--- config.mk ---
export PLATFORM = sky130hd
export DESIGN_NAME = uart_frac_core
export DESIGN_NICKNAME = d
export VERILOG_FILES = /design/src/rtl/uart_pkg.sv /design/src/rtl/uart_baud_gen.sv /design/src/rtl/uart_tx.sv /design/src/rtl/uart_rx.sv /design/src/rtl/uart_frac_core.sv
export SDC_FILE = /design/constraint.sdc
export NUM_CORES = 1
export LEC_CHECK = 0
export BUFFER_PORTS_ARGS = -buffer_cell sky130_fd_sc_hd__buf_2
export CORE_MARGIN = 2
export CORE_UTILIZATION = 40
export CTS_CLUSTER_DIAMETER = 120
export DETAILED_ROUTE_END_ITERATION = 12
export PLACE_DENSITY = 0.63
export SLEW_MARGIN = 10
export SYNTH_ARGS = -nofsm -noshare
export SYNTH_HDL_FRONTEND = slang
export SYNTH_SLANG_ARGS = --single-unit
--- constraint.sdc ---
create_clock -name clk_i -period 4.4 [get_ports clk_i]
set_clock_uncertainty 0.15 [all_clocks]
set_input_delay 0.22 -clock clk_i [delete_from_list [all_inputs] [get_ports clk_i]]
set_output_delay 0.22 -clock clk_i [all_outputs]
set_load 0.02 [all_outputs]
--- src/rtl/uart_pkg.sv ---
package uart_pkg;
  localparam int MANT_W = 12;
  localparam int FRAC_W = 4;
  localparam int DATA_W = 9;

  function automatic logic maj3(input logic a, input logic b, input logic c);
    return (a & b) | (a & c) | (b & c);
  endfunction
endpackage

--- src/rtl/uart_baud_gen.sv ---
module uart_baud_gen #(
  parameter int MANT_W = 12,
  parameter int FRAC_W = 4
) (
  input  logic              clk_i,
  input  logic              rst_ni,
  input  logic [MANT_W-1:0] mant_i,
  input  logic [FRAC_W-1:0] frac_i,
  input  logic              os8_i,
  output logic              tick_o
);
  localparam int DIV_W = MANT_W + FRAC_W;
  localparam int UNIT  = 1 << FRAC_W;

  logic [DIV_W-1:0] div_raw, div_eff;
  logic [DIV_W:0]   acc, sum;

  // by-8 mode drops the fraction MSB and doubles the rest
  always_comb begin
    div_raw = os8_i ? {mant_i, frac_i[FRAC_W-2:0], 1'b0} : {mant_i, frac_i};
    div_eff = (div_raw < DIV_W'(UNIT)) ? DIV_W'(UNIT) : div_raw;
    sum     = acc + (DIV_W+1)'(UNIT);
    tick_o  = sum >= {1'b0, div_eff};
  end

  always_ff @(posedge clk_i or negedge rst_ni) begin
    if (!rst_ni) acc <= '0;
    else         acc <= tick_o ? sum - {1'b0, div_eff} : sum;
  end
endmodule

--- src/rtl/uart_tx.sv ---
module uart_tx #(
  parameter int DATA_W = 9
) (
  input  logic              clk_i,
  input  logic              rst_ni,
  input  logic              tick_i,
  input  logic              os8_i,
  input  logic              word9_i,
  input  logic              stop2_i,
  input  logic              valid_i,
  output logic              ready_o,
  input  logic [DATA_W-1:0] data_i,
  output logic              tx_o
);
  localparam int SH_W = DATA_W + 2;
  localparam int BW   = $clog2(DATA_W + 3);

  logic            busy;
  logic [3:0]      cnt, last;
  logic [BW-1:0]   left, n_load;
  logic [SH_W-1:0] sh, sh_load;

  always_comb begin
    last    = os8_i ? 4'd7 : 4'd15;
    sh_load = word9_i ? {2'b11, data_i} : {3'b111, data_i[DATA_W-2:0]};
    n_load  = (word9_i ? BW'(DATA_W) : BW'(DATA_W-1)) + (stop2_i ? BW'(2) : BW'(1));
    ready_o = !busy;
  end

  always_ff @(posedge clk_i or negedge rst_ni) begin
    if (!rst_ni) begin
      busy <= 1'b0;
      tx_o <= 1'b1;
      cnt  <= '0;
      left <= '0;
      sh   <= '1;
    end else if (!busy) begin
      if (valid_i) begin
        busy <= 1'b1;
        tx_o <= 1'b0;
        cnt  <= '0;
        sh   <= sh_load;
        left <= n_load;
      end
    end else if (tick_i) begin
      if (cnt == last) begin
        cnt <= '0;
        if (left == '0) begin
          busy <= 1'b0;
          tx_o <= 1'b1;
        end else begin
          tx_o <= sh[0];
          sh   <= {1'b1, sh[SH_W-1:1]};
          left <= left - BW'(1);
        end
      end else begin
        cnt <= cnt + 4'd1;
      end
    end
  end


  tx_idle_high_chk: assert property (@(posedge clk_i) disable iff (!rst_ni)
    !busy |-> tx_o);

  tx_start_low_chk: assert property (@(posedge clk_i) disable iff (!rst_ni)
    (valid_i && ready_o) |=> !tx_o);

  tx_hold_chk: assert property (@(posedge clk_i) disable iff (!rst_ni)
    (busy && !tick_i) |=> $stable(tx_o));
endmodule

--- src/rtl/uart_rx.sv ---
module uart_rx
  import uart_pkg::*;
#(
  parameter int DATA_W = 9
) (
  input  logic              clk_i,
  input  logic              rst_ni,
  input  logic              tick_i,
  input  logic              os8_i,
  input  logic              word9_i,
  input  logic              rx_i,
  output logic              valid_o,
  input  logic              ready_i,
  output logic [DATA_W-1:0] data_o,
  output logic              frame_err_o,
  output logic              noise_o,
  output logic              overrun_o
);
  localparam int IW = $clog2(DATA_W + 3);

  logic              r1, r2, busy, s0, s1, nacc;
  logic [3:0]        cnt, nxt, last, mid;
  logic [IW-1:0]     idx, nbits;
  logic [DATA_W-1:0] sh, word;
  logic              vote, dis, done, take;

  always_comb begin
    mid   = os8_i ? 4'd4 : 4'd8;
    last  = os8_i ? 4'd7 : 4'd15;
    nbits = word9_i ? IW'(DATA_W) : IW'(DATA_W-1);
    nxt   = (cnt == last) ? 4'd0 : cnt + 4'd1;
    vote  = maj3(s0, s1, r2);
    dis   = (s0 != s1) || (s1 != r2);
    done  = tick_i && busy && (nxt == mid + 4'd1) && (idx == nbits + IW'(1));
    take  = valid_o && ready_i;
    word  = word9_i ? sh : {1'b0, sh[DATA_W-1:1]};
  end

  always_ff @(posedge clk_i or negedge rst_ni) begin
    if (!rst_ni) begin
      r1 <= 1'b1;
      r2 <= 1'b1;
    end else begin
      r1 <= rx_i;
      r2 <= r1;
    end
  end

  always_ff @(posedge clk_i or negedge rst_ni) begin
    if (!rst_ni) begin
      busy <= 1'b0;
      cnt  <= '0;
      idx  <= '0;
      s0   <= 1'b1;
      s1   <= 1'b1;
      nacc <= 1'b0;
      sh   <= '0;
    end else if (tick_i) begin
      if (!busy) begin
        if (!r2) begin
          busy <= 1'b1;
          cnt  <= '0;
          idx  <= '0;
        end
      end else begin
        cnt <= nxt;
        if (cnt == last) idx <= idx + IW'(1);
        if (nxt == mid - 4'd1) s0 <= r2;
        if (nxt == mid) begin
          s1 <= r2;
          if (idx == '0 && r2) busy <= 1'b0;  // false start
        end
        if (nxt == mid + 4'd1) begin
          if (idx == '0) nacc <= dis;
          else if (idx <= nbits) begin
            sh   <= {vote, sh[DATA_W-1:1]};
            nacc <= nacc | dis;
          end else busy <= 1'b0;
        end
      end
    end
  end

  always_ff @(posedge clk_i or negedge rst_ni) begin
    if (!rst_ni) begin
      valid_o     <= 1'b0;
      data_o      <= '0;
      frame_err_o <= 1'b0;
      noise_o     <= 1'b0;
      overrun_o   <= 1'b0;
    end else if (done && !(valid_o && !take)) begin
      valid_o     <= 1'b1;
      data_o      <= word;
      frame_err_o <= !vote;
      noise_o     <= nacc | dis;
      overrun_o   <= 1'b0;
    end else if (done) begin
      overrun_o <= 1'b1;
    end else if (take) begin
      valid_o     <= 1'b0;
      frame_err_o <= 1'b0;
      noise_o     <= 1'b0;
      overrun_o   <= 1'b0;
    end
  end


  rx_hold_chk: assert property (@(posedge clk_i) disable iff (!rst_ni)
    (valid_o && !ready_i) |=> (valid_o && $stable(data_o)));

  rx_ovr_valid_chk: assert property (@(posedge clk_i) disable iff (!rst_ni)
    overrun_o |-> valid_o);

  rx_flag_valid_chk: assert property (@(posedge clk_i) disable iff (!rst_ni)
    (frame_err_o || noise_o) |-> valid_o);
endmodule

--- src/rtl/uart_frac_core.sv ---
module uart_frac_core
  import uart_pkg::*;
(
  input  logic              clk_i,
  input  logic              rst_ni,
  input  logic [MANT_W-1:0] div_mant_i,
  input  logic [FRAC_W-1:0] div_frac_i,
  input  logic              os8_i,
  input  logic              word9_i,
  input  logic              stop2_i,
  input  logic              tx_valid_i,
  output logic              tx_ready_o,
  input  logic [DATA_W-1:0] tx_data_i,
  output logic              tx_o,
  input  logic              rx_i,
  output logic              rx_valid_o,
  input  logic              rx_ready_i,
  output logic [DATA_W-1:0] rx_data_o,
  output logic              rx_frame_err_o,
  output logic              rx_noise_o,
  output logic              rx_overrun_o
);
  logic tick;

  uart_baud_gen #(.MANT_W(MANT_W), .FRAC_W(FRAC_W)) u_baud (
    .clk_i, .rst_ni, .mant_i(div_mant_i), .frac_i(div_frac_i), .os8_i, .tick_o(tick)
  );

  uart_tx #(.DATA_W(DATA_W)) u_tx (
    .clk_i, .rst_ni, .tick_i(tick), .os8_i, .word9_i, .stop2_i,
    .valid_i(tx_valid_i), .ready_o(tx_ready_o), .data_i(tx_data_i), .tx_o
  );

  uart_rx #(.DATA_W(DATA_W)) u_rx (
    .clk_i, .rst_ni, .tick_i(tick), .os8_i, .word9_i, .rx_i,
    .valid_o(rx_valid_o), .ready_i(rx_ready_i), .data_o(rx_data_o),
    .frame_err_o(rx_frame_err_o), .noise_o(rx_noise_o), .overrun_o(rx_overrun_o)
  );
endmodule

==> summary.txt, run 1 <==
Setup path
  – CP Capture Type: register
  – Worst setup path endpoint: u_rx.sh[4]$_DFFE_PN0P_
  – R2R cell count: 11
  – R2R Path End: u_rx.sh[4]$_DFFE_PN0P_
  – CP Launch Point: u_baud.acc[6]$_DFF_PN0_
  – Crit start category: register
  – Peak fanout along the critical path: 9
  – R2R Setup Slk: 0.44 ns
  – CP Data Arrival Time: 4.04 ns
  – CP Class: reg -> reg
  – CP required: 4.47 ns
  – Worst reg2reg startpoint: u_baud.acc[6]$_DFF_PN0_

Yosys
  – Post-Syn Instances: 494
  – Cell area after synthesis: 0.00481 mm²
  – Post-Syn Area per Cell: 9.74 µm²
  – Syn nets: 558
  – Synth cell types: 71
  – Top FF cell, synth: dfrtp_1
  – Yosys warning count: 0
  – Register area share after synthesis: 37.8%
  – Ys async rst share: 100%
  – Yosys reg bits: 72
  – Post-synth EDFFs: 0

Timing
  – Fin crit share: 90.1%
  – Final Hold Viols: 0
  – Slew @ Worst Pin: 0.916 ns
  – Max-slew violation count: 0
  – Fmax: 252 MHz
  – RSZ-0062 raised after global routing: no
  – Final Critical Period: 3.96 ns
  – Relative slew slack: 38.4%
  – Final setup viols: 0
  – Worst setup margin: 0.436 ns
  – Fin Setup TNS: 0 ns

Clocking
  – H-tree levels: 3
  – Resize count post-CTS: 0
  – Max clock buf depth: 2
  – Post-CTS setup buffers: 0
  – Worst skew pair latency: 0.34 ns
  – Clock root buffer master: clkbuf_16
  – CTS tree: yes
  – Total CTS buffers: 9
  – Clock transition at path regs: 0.06 ns
  – TritonCTS Sinks: 72
  – Cts hold-fix bufs: 4

Run
  – Max Cap Violations: 0

Cells and area
  – Commonest non-fill, non-tap cell in the layout: dfrtp_1
  – Antenna diodes: 0
  – Final nets: 603
  – Area delta synth->final: 15.1%
  – Fraction of layout instances using a drive strength above 1: 22.6%
  – Most frequent cells in the layout: 58 x dfrtp_1, 47 x buf_2, 39 x nand2_1
  – Design Area, Final: 0.00553 mm²
  – Final Core Density: 46.7%
  – Layout fillers: 1084

Pwr
  – Int Power: 0.00232 W
  – Sequential power share: 30.2%
  – Clk pwr share: 20.6%
  – Leakage power: 2.53 nW
  – Power Density: 704 mW/mm²
  – Sw Ratio: 40.5%
  – Part of the power in combinational logic: 49.3%
  – Worst VDD drop: 235 µV
  – Switching pwr: 0.00158 W

Global route
  – Tot GR Track Use: 16.8%
  – Largest net degree at the start of global routing: 42
  – Antenna violations before repair: 0
  – Vias in the first global route: 3726
  – Global-route wire length before repair: 17.5 mm
  – Grt ovf: 0

Routing
  – M1 WL: 5.05 mm
  – Total number of vias: 3771
  – Met2 wire length: 4.88 mm
  – Routed WL per cell: 14.8 µm
  – DR vias/cell: 5.46
  – Max Used Layer: met4
  – Routed WL: 10.3 mm
  – # DRC: 0
  – Antenna Nets Post-Route: 0
  – First-pass iteration count of the detailed router: 4
  – First DRT Iteration DRCs: 204
  – Met3 routed WL: 214 µm

Die
  – Die Wd: 114 µm
  – Die area: 0.0129 mm²
  – Core box area: 0.0119 mm²
  – Initial cell density of the core: 40.5%
  – I/O Pins: 48
  – # rows: 40
  – Die span in y: 114 µm

Place
  – Cell Area, Placed: 0.00516 mm²
  – GP Congestion: 0.806
  – Dpl ws: 0.417 ns
  – PortBufs: 47
  – DP Wirelength: 7.52 mm

Outcome
  – Status: finished, final reports clean

Min path
  – Worst hold-check path type: in -> reg
-- cell usage after synthesis (3+ instances only) --
master | n | share of area, %
and3_1 | 5 | 0.65
xnor2_1 | 15 | 2.7
and2_1 | 4 | 0.52
and3b_1 | 3 | 0.55
clkbuf_1 | 10 | 0.78
nand4_1 | 6 | 0.78
buf_2 | 8 | 0.83
inv_1 | 37 | 2.9
mux2_4 | 7 | 2.2
a21oi_1 | 26 | 2.7
mux2_2 | 21 | 4.9
a31oi_1 | 8 | 1.0
nand3_1 | 17 | 1.8
or3_1 | 16 | 2.1
dfstp_2 | 14 | 7.6
o31ai_1 | 5 | 0.78
nor2b_1 | 4 | 0.52
nor2_1 | 29 | 2.3
ha_1 | 30 | 7.8
nor4b_1 | 4 | 0.73
nand2_1 | 39 | 3.0
o21ai_0 | 20 | 2.1
or2_2 | 3 | 0.39
nor4_1 | 6 | 0.78
o221a_1 | 8 | 1.9
dfrtp_1 | 58 | 30
a21o_1 | 6 | 0.94
a22o_1 | 8 | 1.5
nand2b_1 | 5 | 0.65
xor2_1 | 11 | 2.0
a211oi_1 | 5 | 0.78
mux2i_1 | 5 | 1.0
-- cells by family after synthesis --
kind of cell | count (synthesis) | synth area share [%]
AOI/OAI and AO/OA | 118 | 18.2
xor gates and xnor gates | 27 | 5.07
adders and majority gates | 31 | 8.22
buffers and inverters | 58 | 5.05
DFF | 72 | 37.8
muxes | 34 | 8.38
and+or+nand+nor | 154 | 17.3
-- routing by layer --
layer  up-vias  track usage (%)
met5         -                0
li1       1894                -
met2        40             27.9
met1      1829             22.3
met4         0             5.93
met3         8             2.76
-- power by group through the flow --
stage	clock [W]	combinational [W]	sequential (W)
6_report	0.000802	0.00192	0.00117
5_1_grt	0.000847	0.00218	0.00121
4_1_cts	0.000821	0.00192	0.00117
3_5_place_dp	0	0.00190	0.00118
3_3_place_gp	0	0.00186	0.00117
2_1_floorplan	0	0.00157	0.00111
-- per-stage QoR --
step	hold slack [ns]	power [W]	std cells
6_report	0.0747	0.00389	691
5_1_grt	0.0743	0.00424	691
4_1_cts	0.0565	0.00392	691
3_5_place_dp	0.173	0.00308	671
3_3_place_gp	0.164	0.00304	671
2_1_floorplan	-0.226	0.00268	494
-- worst min-delay path by stage --
| stage | start | end | slack, ns | cells after the start |
|---|---|---|---|---|
| floorplan | rst_ni | u_baud.acc[0]$_DFFE_PN0N_ | -0.23 | 0 |
| global placement | rst_ni | u_tx.left[1]$_DFFE_PN0P_ | 0.16 | 1 |
| detailed placement | rst_ni | u_tx.left[1]$_DFFE_PN0P_ | 0.17 | 1 |
| CTS | rx_ready_i | u_rx.overrun_o$_DFFE_PN0P_ | 0.06 | 3 |
| global route | rx_ready_i | u_rx.overrun_o$_DFFE_PN0P_ | 0.07 | 3 |
| finish | rx_ready_i | u_rx.overrun_o$_DFFE_PN0P_ | 0.07 | 3 |
-- layout make-up --
class | count | area [µm²] | share of cell area (%)
Inverter | 37 | 139 | 2.51
Tap cell | 147 | 184 | 3.32
Multi-Input combinational cell | 364 | 2760 | 49.8
Clock inverter | 6 | 91.3 | 1.65
Clock buffer | 10 | 239 | 4.32
Sequential cell | 72 | 1820 | 32.9
Timing Repair Buffer | 55 | 305 | 5.52
-- registers in the layout, summed over array words and instances, names as in the netlist, 4 cells and up --
signal       count
u_tx.cnt         4
u_rx.cnt         4
u_rx.sh          9
u_rx.data_o      9
u_tx.sh          9
u_rx.idx         4
u_tx.left        4
u_baud.acc      17
-- worst max-delay path, cell delays in order, from the launching register on --
cell	delay, ns
dfrtp_1	0.40
and2_1	0.19
nand4_1	0.22
or3_1	0.42
xnor2_1	0.15
ha_1	0.39
nand3_1	0.13
or3_1	0.43
a31oi_4	0.28
o41a_1	0.20
and4_1	0.53
mux2_1	0.37
Note: power is estimated with default switching activity, not from simulation.
==> inputs of run 2 (changes only) <==
Settings changed: CTS_BUF_LIST set to sky130_fd_sc_hd__clkbuf_8.
Clock period 4.4 ns to 3.7 ns, I/O delays scaled along.
==> run 2 against run 1 <==
Against the previous run:
- global-route usage is 0.85 points higher
- count of clock-buffer cells in the layout is 1 lower
- largest power group unchanged
- die area stayed put
- worst hold slack worse by 0.046 ns
- combinational power is 33% higher
- highest routed layer unchanged
- sequential share of layout area is 1.0 points lower
- fmax is 10% higher
- power is 18% higher
==> summary.txt, run 2 (synthesis results as in run 1) <==
Outcome
  – Status: finished, final reports clean (unchanged)

Routing
  – # DRC: 0 (unchanged)
  – First-pass iteration count of the detailed router: 4 (unchanged)
  – Total number of vias: 3929 (was 3771)
  – First DRT Iteration DRCs: 252 (was 204)
  – Routed WL per cell: 15.0 µm (was 14.8 µm)
  – Antenna Nets Post-Route: 0 (unchanged)
  – DR vias/cell: 5.46 (about the same)
  – Routed WL: 10.8 mm (was 10.3 mm)

Timing
  – Fin crit share: 97.3% (was 90.1%)
  – Fmax: 278 MHz (was 252 MHz)
  – Max-slew violation count: 0 (unchanged)
  – Slew @ Worst Pin: 0.809 ns (was 0.916 ns)
  – Relative slew slack: 46.0% (was 38.4%)
  – Final Hold Viols: 0 (unchanged)
  – Final setup viols: 0 (unchanged)
  – Final Critical Period: 3.60 ns (was 3.96 ns)
  – Tightest hold margin: 0.0291 ns (was 0.0747 ns)

Cells and area
  – Multi-input gate area in the final layout: 0.00284 mm² (was 0.00276 mm²)
  – Max reg flops: 17 (unchanged)
  – Fin cells: 719 (was 691)
  – Register area: 0.00182 mm² (unchanged)
  – Final nets: 631 (was 603)
  – Area delta synth->final: 18.8% (was 15.1%)
  – Antenna diodes: 0 (unchanged)
  – Fraction of layout instances using a drive strength above 1: 28.3% (was 22.6%)
  – Commonest non-fill, non-tap cell in the layout: dfrtp_1 (unchanged)
  – Top reg by flops: u_baud.acc (unchanged)
  – Design Area, Final: 0.00572 mm² (was 0.00553 mm²)
  – Most frequent cells in the layout: 58 x dfrtp_1, 47 x buf_2, 39 x nand2_1 (unchanged)
  – Layout fillers: 1106 (was 1084)

Clocking
  – Worst skew pair latency: 0.36 ns (was 0.34 ns)
  – TritonCTS Sinks: 72 (unchanged)
  – Total CTS buffers: 9 (unchanged)
  – H-tree levels: 3 (unchanged)
  – CTS tree: yes (unchanged)
  – Max clock buf depth: 2 (unchanged)
  – Clock root buffer master: clkbuf_8 (was clkbuf_16)
  – Clock transition at path regs: 0.08 ns (was 0.06 ns)

Setup path
  – CP Data Arrival Time: 3.73 ns (was 4.04 ns)
  – CP Cell Sequence: and2_4 > nand4_1 > buf_4 > nor2_1 > xor2_1 > ha_1 > nand4_1 > or3_4 > a31oi_4 > buf_6 > o41ai_4 > buf_4 > or3_4 > o221a_1 (was and2_1 > nand4_1 > or3_1 > xnor2_1 > ha_1 > nand3_1 > or3_1 > a31oi_4 > o41a_1 > and4_1 > mux2_1)
  – CP max stage delay: 0.44 ns (was 0.53 ns)
  – Crit start category: register (unchanged)
  – Slowest-stage cell, CP: or3_4 (was and4_1)
  – CP top delay family: simple AND/OR/NAND/NOR gates (unchanged)
  – CP Class: reg -> reg (unchanged)
  – CP Capture Type: register (unchanged)
  – Peak fanout along the critical path: 6 (was 9)
  – Crit path buf inv count: 3 (was 0)
  – CP required: 3.83 ns (was 4.47 ns)

Global route
  – Vias in the first global route: 3826 (was 3726)
  – Global-route wire length before repair: 18.5 mm (was 17.5 mm)
  – Largest net degree at the start of global routing: 36 (was 42)
  – Grt ovf: 0 (unchanged)
  – Tot GR Track Use: 17.6% (was 16.8%)
  – Antenna violations before repair: 0 (unchanged)

Pwr
  – Leakage power: 2.63 nW (was 2.53 nW)
  – Int Power: 0.00264 W (was 0.00232 W)
  – Part of the power in combinational logic: 55.7% (was 49.3%)
  – Sequential power share: 30.5% (was 30.2%)
  – Clk pwr share: 13.8% (was 20.6%)
  – Switching pwr: 0.00195 W (was 0.00158 W)
  – Power Density: 802 mW/mm² (was 704 mW/mm²)
  – Sw Ratio: 42.5% (was 40.5%)
  – Total power: 0.00458 W (was 0.00389 W)
  – Worst VDD drop: 266 µV (was 235 µV)

Die
  – Initial cell density of the core: 40.5% (unchanged)
  – Die span in y: 114 µm (unchanged)
  – Die Wd: 114 µm (unchanged)
  – Core box area: 0.0119 mm² (unchanged)
  – # rows: 40 (unchanged)
  – Die area: 0.0129 mm² (unchanged)
  – I/O Pins: 48 (unchanged)

Place
  – PortBufs: 47 (unchanged)
  – DP Wirelength: 7.83 mm (was 7.52 mm)
  – Cell Area, Placed: 0.00529 mm² (was 0.00516 mm²)
  – Placed Cells: 686 (was 671)
  – GP Congestion: 0.831 (was 0.806)

Min path
  – Worst hold-check path type: in -> reg (unchanged)

Run
  – Max Cap Violations: 0 (unchanged)
==> run 2: cell types whose count changed in the layout (fill, tap and decap cells not counted), moves of 2 or more <==
cell	change
clkbuf_8	+8
clkbuf_16	-9
ha_4	+2
or3_1	-3
ha_1	-3
buf_4	+22
or3_4	+4
buf_6	+3
==> run 2: what timing repair did <==
| item | in CTS | in global routing |
|---|---|---|
| pin swaps | 0 | 8 |
| setup buffers | 0 | 11 |
| setup endpoints to repair | 10 | 37 |
| resized for setup | 2 | 17 |
| endpoints found under the hold margin | 28 | 0 |
| hold buffers | 5 | 0 |
| cloned | 0 | 1 |
==> run 2: through the flow <==
| step | setup slack (ns) | utilization, % | setup TNS (ns) |
|---|---|---|---|
| 2_1_floorplan | 0.237 | - | 0 |
| 6_report | 0.0994 | 48.2 | 0 |
| 3_3_place_gp | 0.109 | 44.6 | 0 |
| 5_1_grt | -0.0539 | 48.2 | -0.511 |
| 4_1_cts | 0.0205 | 46.7 | 0 |
| 3_5_place_dp | -0.00570 | 44.6 | -0.00570 |
==> run 2: final cells by class <==
| class | count | share of cell area (%) |
|---|---|---|
| well taps | 147 | 3.22 |
| repair buffers | 82 | 9.35 |
| clock buffers | 9 | 2.17 |
| multi-input cells | 365 | 49.7 |
| flip-flops and latches | 72 | 31.8 |
| inverters | 37 | 2.43 |
| clock inverters | 7 | 1.27 |
==> run 2: power groups by stage <==
stage                     registers [W]  clock network [W]  logic, W
after floorplan                 0.00132                  0   0.00187
after global placement          0.00138                  0   0.00233
after detailed placement        0.00140                  0   0.00240
after CTS                       0.00139           0.000651   0.00242
after global routing            0.00144           0.000690   0.00289
final                           0.00140           0.000634   0.00255
==> run 2: worst min-delay path, stage by stage <==
cell and delay [ns]:
buf_2 0.07, or3_1 0.09, o221a_1 0.16
==> run 2: worst paths after layout <==
path	start	to	slack, ns	depth (start not counted)
worst max-delay path	u_baud.acc[7]$_DFF_PN0_	u_tx.sh[0]$_DFFE_PN1P_	0.1	14
max in group asynchronous	rst_ni	u_rx.frame_err_o$_DFFE_PN0P_	2.30	3
worst max register to register	u_baud.acc[7]$_DFF_PN0_	u_tx.sh[0]$_DFFE_PN1P_	0.1	14
min in group asynchronous	rst_ni	u_tx.cnt[3]$_DFFE_PN0P_	0.31	2
worst min register to register	u_rx.r1$_DFF_PN1_	u_rx.r2$_DFF_PN1_	0.21	0
worst min-delay path	tx_data_i[7]	u_tx.sh[7]$_DFFE_PN1P_	0.03	3
==> run 2: routing by layer <==
| layer | track usage (%) | vias to the layer above | part of all wire, % | wire [µm] |
|---|---|---|---|---|
| li1 | - | 1958 | - | - |
| met1 | 24.7 | 1898 | 48 | 5230 |
| met2 | 27.8 | 59 | 48 | 5140 |
| met3 | 2.23 | 14 | 2.4 | 258 |
| met4 | 7.40 | 0 | 1.7 | 184 |
| met5 | 0 | - | 0 | 0 |
==> inputs of run 3 (changes only) <==
Settings changed: SETUP_SLACK_MARGIN set to 0.3.
==> run 3 against run 2 <==
Against the previous run:
- worst setup slack improved by 0.12 ns
- worst hold slack improved by 0.0060 ns
- core utilization increased by 2.4 points
- largest cell class unchanged
==> summary.txt, run 3 (synthesis results as in run 1) <==
Pwr
  – Part of the power in combinational logic: 57.4% (was 55.7%)
  – Switching pwr: 0.00206 W (was 0.00195 W)
  – Total power: 0.00497 W (was 0.00458 W)
  – Sequential power share: 28.4% (was 30.5%)
  – Int Power: 0.00291 W (was 0.00264 W)
  – Power Density: 828 mW/mm² (was 802 mW/mm²)
  – Worst VDD drop: 343 µV (was 266 µV)
  – Sw Ratio: 41.4% (was 42.5%)
  – Clk pwr share: 14.2% (was 13.8%)
  – Leakage power: 2.74 nW (was 2.63 nW)

Timing
  – Worst setup margin: 0.219 ns (was 0.0994 ns)
  – Fmax: 287 MHz (was 278 MHz)
  – Final setup viols: 0 (unchanged)
  – RSZ-0062 raised after global routing: yes
  – Fin crit share: 94.1% (was 97.3%)
  – Final Critical Period: 3.48 ns (was 3.60 ns)
  – Final Hold Viols: 0 (unchanged)
  – Relative slew slack: 56.4% (was 46.0%)
  – Max-slew violation count: 0 (unchanged)
  – Tightest hold margin: 0.0351 ns (was 0.0291 ns)
  – Slew @ Worst Pin: 0.651 ns (was 0.809 ns)

Setup path
  – CP Cell Sequence: and2_4 > nand4_1 > or3_4 > xnor2_2 > ha_4 > nand3_2 > or3_4 > a31oi_4 > buf_4 > buf_6 > buf_4 > nor4_4 > or4_1 > a31oi_1 (was and2_4 > nand4_1 > buf_4 > nor2_1 > xor2_1 > ha_1 > nand4_1 > or3_4 > a31oi_4 > buf_6 > o41ai_4 > buf_4 > or3_4 > o221a_1)
  – CP Launch Point: u_baud.acc[7]$_DFF_PN0_ (unchanged)
  – Slowest-stage cell, CP: or4_1 (was or3_4)
  – Peak fanout along the critical path: 5 (was 6)
  – Crit start category: register (unchanged)
  – CP Data Arrival Time: 3.61 ns (was 3.73 ns)
  – Worst reg2reg startpoint: u_baud.acc[7]$_DFF_PN0_ (unchanged)
  – CP Class: reg -> reg (unchanged)
  – R2R cell count: 14 (unchanged)
  – CP Capture Type: register (unchanged)
  – R2R Setup Slk: 0.22 ns (was 0.1 ns)
  – CP required: 3.83 ns (about the same)
  – CP max stage delay: 0.51 ns (was 0.44 ns)
  – R2R Path End: u_tx.cnt[3]$_DFFE_PN0P_ (was u_tx.sh[0]$_DFFE_PN1P_)

Global route
  – Tot GR Track Use: 17.6% (about the same)
  – GRT busiest layer: met2 (unchanged)
  – Vias in the first global route: 3775 (was 3826)
  – Largest net degree at the start of global routing: 30 (was 36)
  – Global-route wire length before repair: 18.4 mm (was 18.5 mm)
  – Antenna violations before repair: 0 (unchanged)
  – Met2 Usage GRT: 26.9% (was 27.8%)
  – Grt ovf: 0 (unchanged)
  – Met1 GRT Util: 24.8% (was 24.7%)
  – GRT met3 Usage: 3.13% (was 2.23%)

Clocking
  – CTS tree: yes (unchanged)
  – TritonCTS Sinks: 72 (unchanged)
  – Max clock buf depth: 2 (unchanged)
  – Clock transition at path regs: 0.08 ns (about the same)
  – Clock root buffer master: clkbuf_8 (unchanged)
  – Total CTS buffers: 9 (unchanged)
  – Worst skew pair latency: 0.36 ns (about the same)
  – H-tree levels: 3 (unchanged)

Cells and area
  – Antenna diodes: 0 (unchanged)
  – Area delta synth->final: 24.8% (was 18.8%)
  – Most frequent cells in the layout: 57 x dfrtp_1, 48 x buf_2, 39 x nand2_1 (was 58 x dfrtp_1, 47 x buf_2, 39 x nand2_1)
  – Top reg by flops: u_baud.acc (unchanged)
  – Commonest non-fill, non-tap cell in the layout: dfrtp_1 (unchanged)
  – Fraction of layout instances using a drive strength above 1: 32.9% (was 28.3%)
  – Final nets: 645 (was 631)
  – Fin cells: 733 (was 719)
  – Max reg flops: 17 (unchanged)

Min path
  – Worst hold path depth: 3 (unchanged)
  – Hold path start: tx_data_i[7] (unchanged)
  – End of the worst hold path: u_tx.sh[7]$_DFFE_PN1P_ (unchanged)
  – Worst hold-check path type: in -> reg (unchanged)

Routing
  – # DRC: 0 (unchanged)
  – Total number of vias: 3974 (was 3929)
  – Antenna Nets Post-Route: 0 (unchanged)
  – DR vias/cell: 5.42 (was 5.46)
  – Routed WL per cell: 15.2 µm (was 15.0 µm)
  – First DRT Iteration DRCs: 262 (was 252)
  – First-pass iteration count of the detailed router: 4 (unchanged)
  – Routed WL: 11.2 mm (was 10.8 mm)

Outcome
  – Status: finished, final reports clean (unchanged)

Run
  – Max Cap Violations: 0 (unchanged)

Die
  – Core box area: 0.0119 mm² (unchanged)
  – Initial cell density of the core: 40.5% (unchanged)
  – Die area: 0.0129 mm² (unchanged)
  – # rows: 40 (unchanged)
  – Die Wd: 114 µm (unchanged)
  – I/O Pins: 48 (unchanged)
  – Die span in y: 114 µm (unchanged)

Place
  – Dpl ws: -0.0381 ns (was -0.00570 ns)
  – PortBufs: 47 (unchanged)
  – DP Wirelength: 7.68 mm (was 7.83 mm)
  – Placed Cells: 688 (was 686)
  – GP Congestion: 0.873 (was 0.831)
## run 3: what timing repair did
action,CTS,global route
setup buffers,10,11
hold buffers,5,0
pin swaps,14,26
gates resized for setup,19,32
setup endpoints to repair,49,59
cloned,1,2
hold endpoints to repair,17,0
## run 3: through the flow
stage | area (µm²) | utilization [%] | setup TNS [ns]
after floorplan | 4820 | - | 0
after global placement | 5300 | 44.7 | 0
after detailed placement | 5300 | 44.7 | -0.276
after CTS | 5750 | 48.5 | 0
after global routing | 6000 | 50.6 | 0
final | 6000 | 50.6 | 0
## run 3: worst max-delay path by stage
| stage | slack (ns) | cells after the start | end |
|---|---|---|---|
| finish | 0.22 | 14 | u_tx.cnt[3]$_DFFE_PN0P_ |
| global route | 0.09 | 15 | u_tx.cnt[3]$_DFFE_PN0P_ |
| CTS | 0.25 | 11 | u_rx.sh[0]$_DFFE_PN0P_ |
| detailed placement | -0.04 | 12 | u_rx.sh[2]$_DFFE_PN0P_ |
| global placement | 0.07 | 12 | u_rx.sh[3]$_DFFE_PN0P_ |
| floorplan | 0.30 | 12 | u_rx.sh[0]$_DFFE_PN0P_ |
## run 3: routing by layer
layer  share of wire [%]  wire length (µm)
met1                  48              5410
met2                  47              5240
met3                 3.2               361
met4                 1.5               164
met5                   0                 0
## run 3: power groups by stage
| stage | combinational (W) | clock, W | sequential [W] |
|---|---|---|---|
| after global routing | 0.00318 | 0.000760 | 0.00146 |
| after floorplan | 0.00187 | 0 | 0.00132 |
| final | 0.00285 | 0.000706 | 0.00141 |
| after CTS | 0.00256 | 0.000722 | 0.00139 |
| after global placement | 0.00234 | 0 | 0.00139 |
| after detailed placement | 0.00239 | 0 | 0.00140 |
## run 3: worst max-delay path, delay by kind of cell (launching register included)
family	cells	cell delay [ns]
AND/OR/NAND/NOR	7	1.73
AO/OA/AOI/OAI	2	0.34
XOR/XNOR	1	0.16
adder cells (fa/ha/maj)	1	0.30
flip-flops	1	0.35
buffers and inverters	3	0.35
## run 3: final cells by class
type / count / area [µm²]
clock buffers: 10 / 138
flip-flops and latches: 72 / 1820
fillers: 1065 / 5860
repair buffers: 95 / 639
multi-input cells: 366 / 3000
inverters: 37 / 139
well taps: 147 / 184
clock inverters: 6 / 83.8
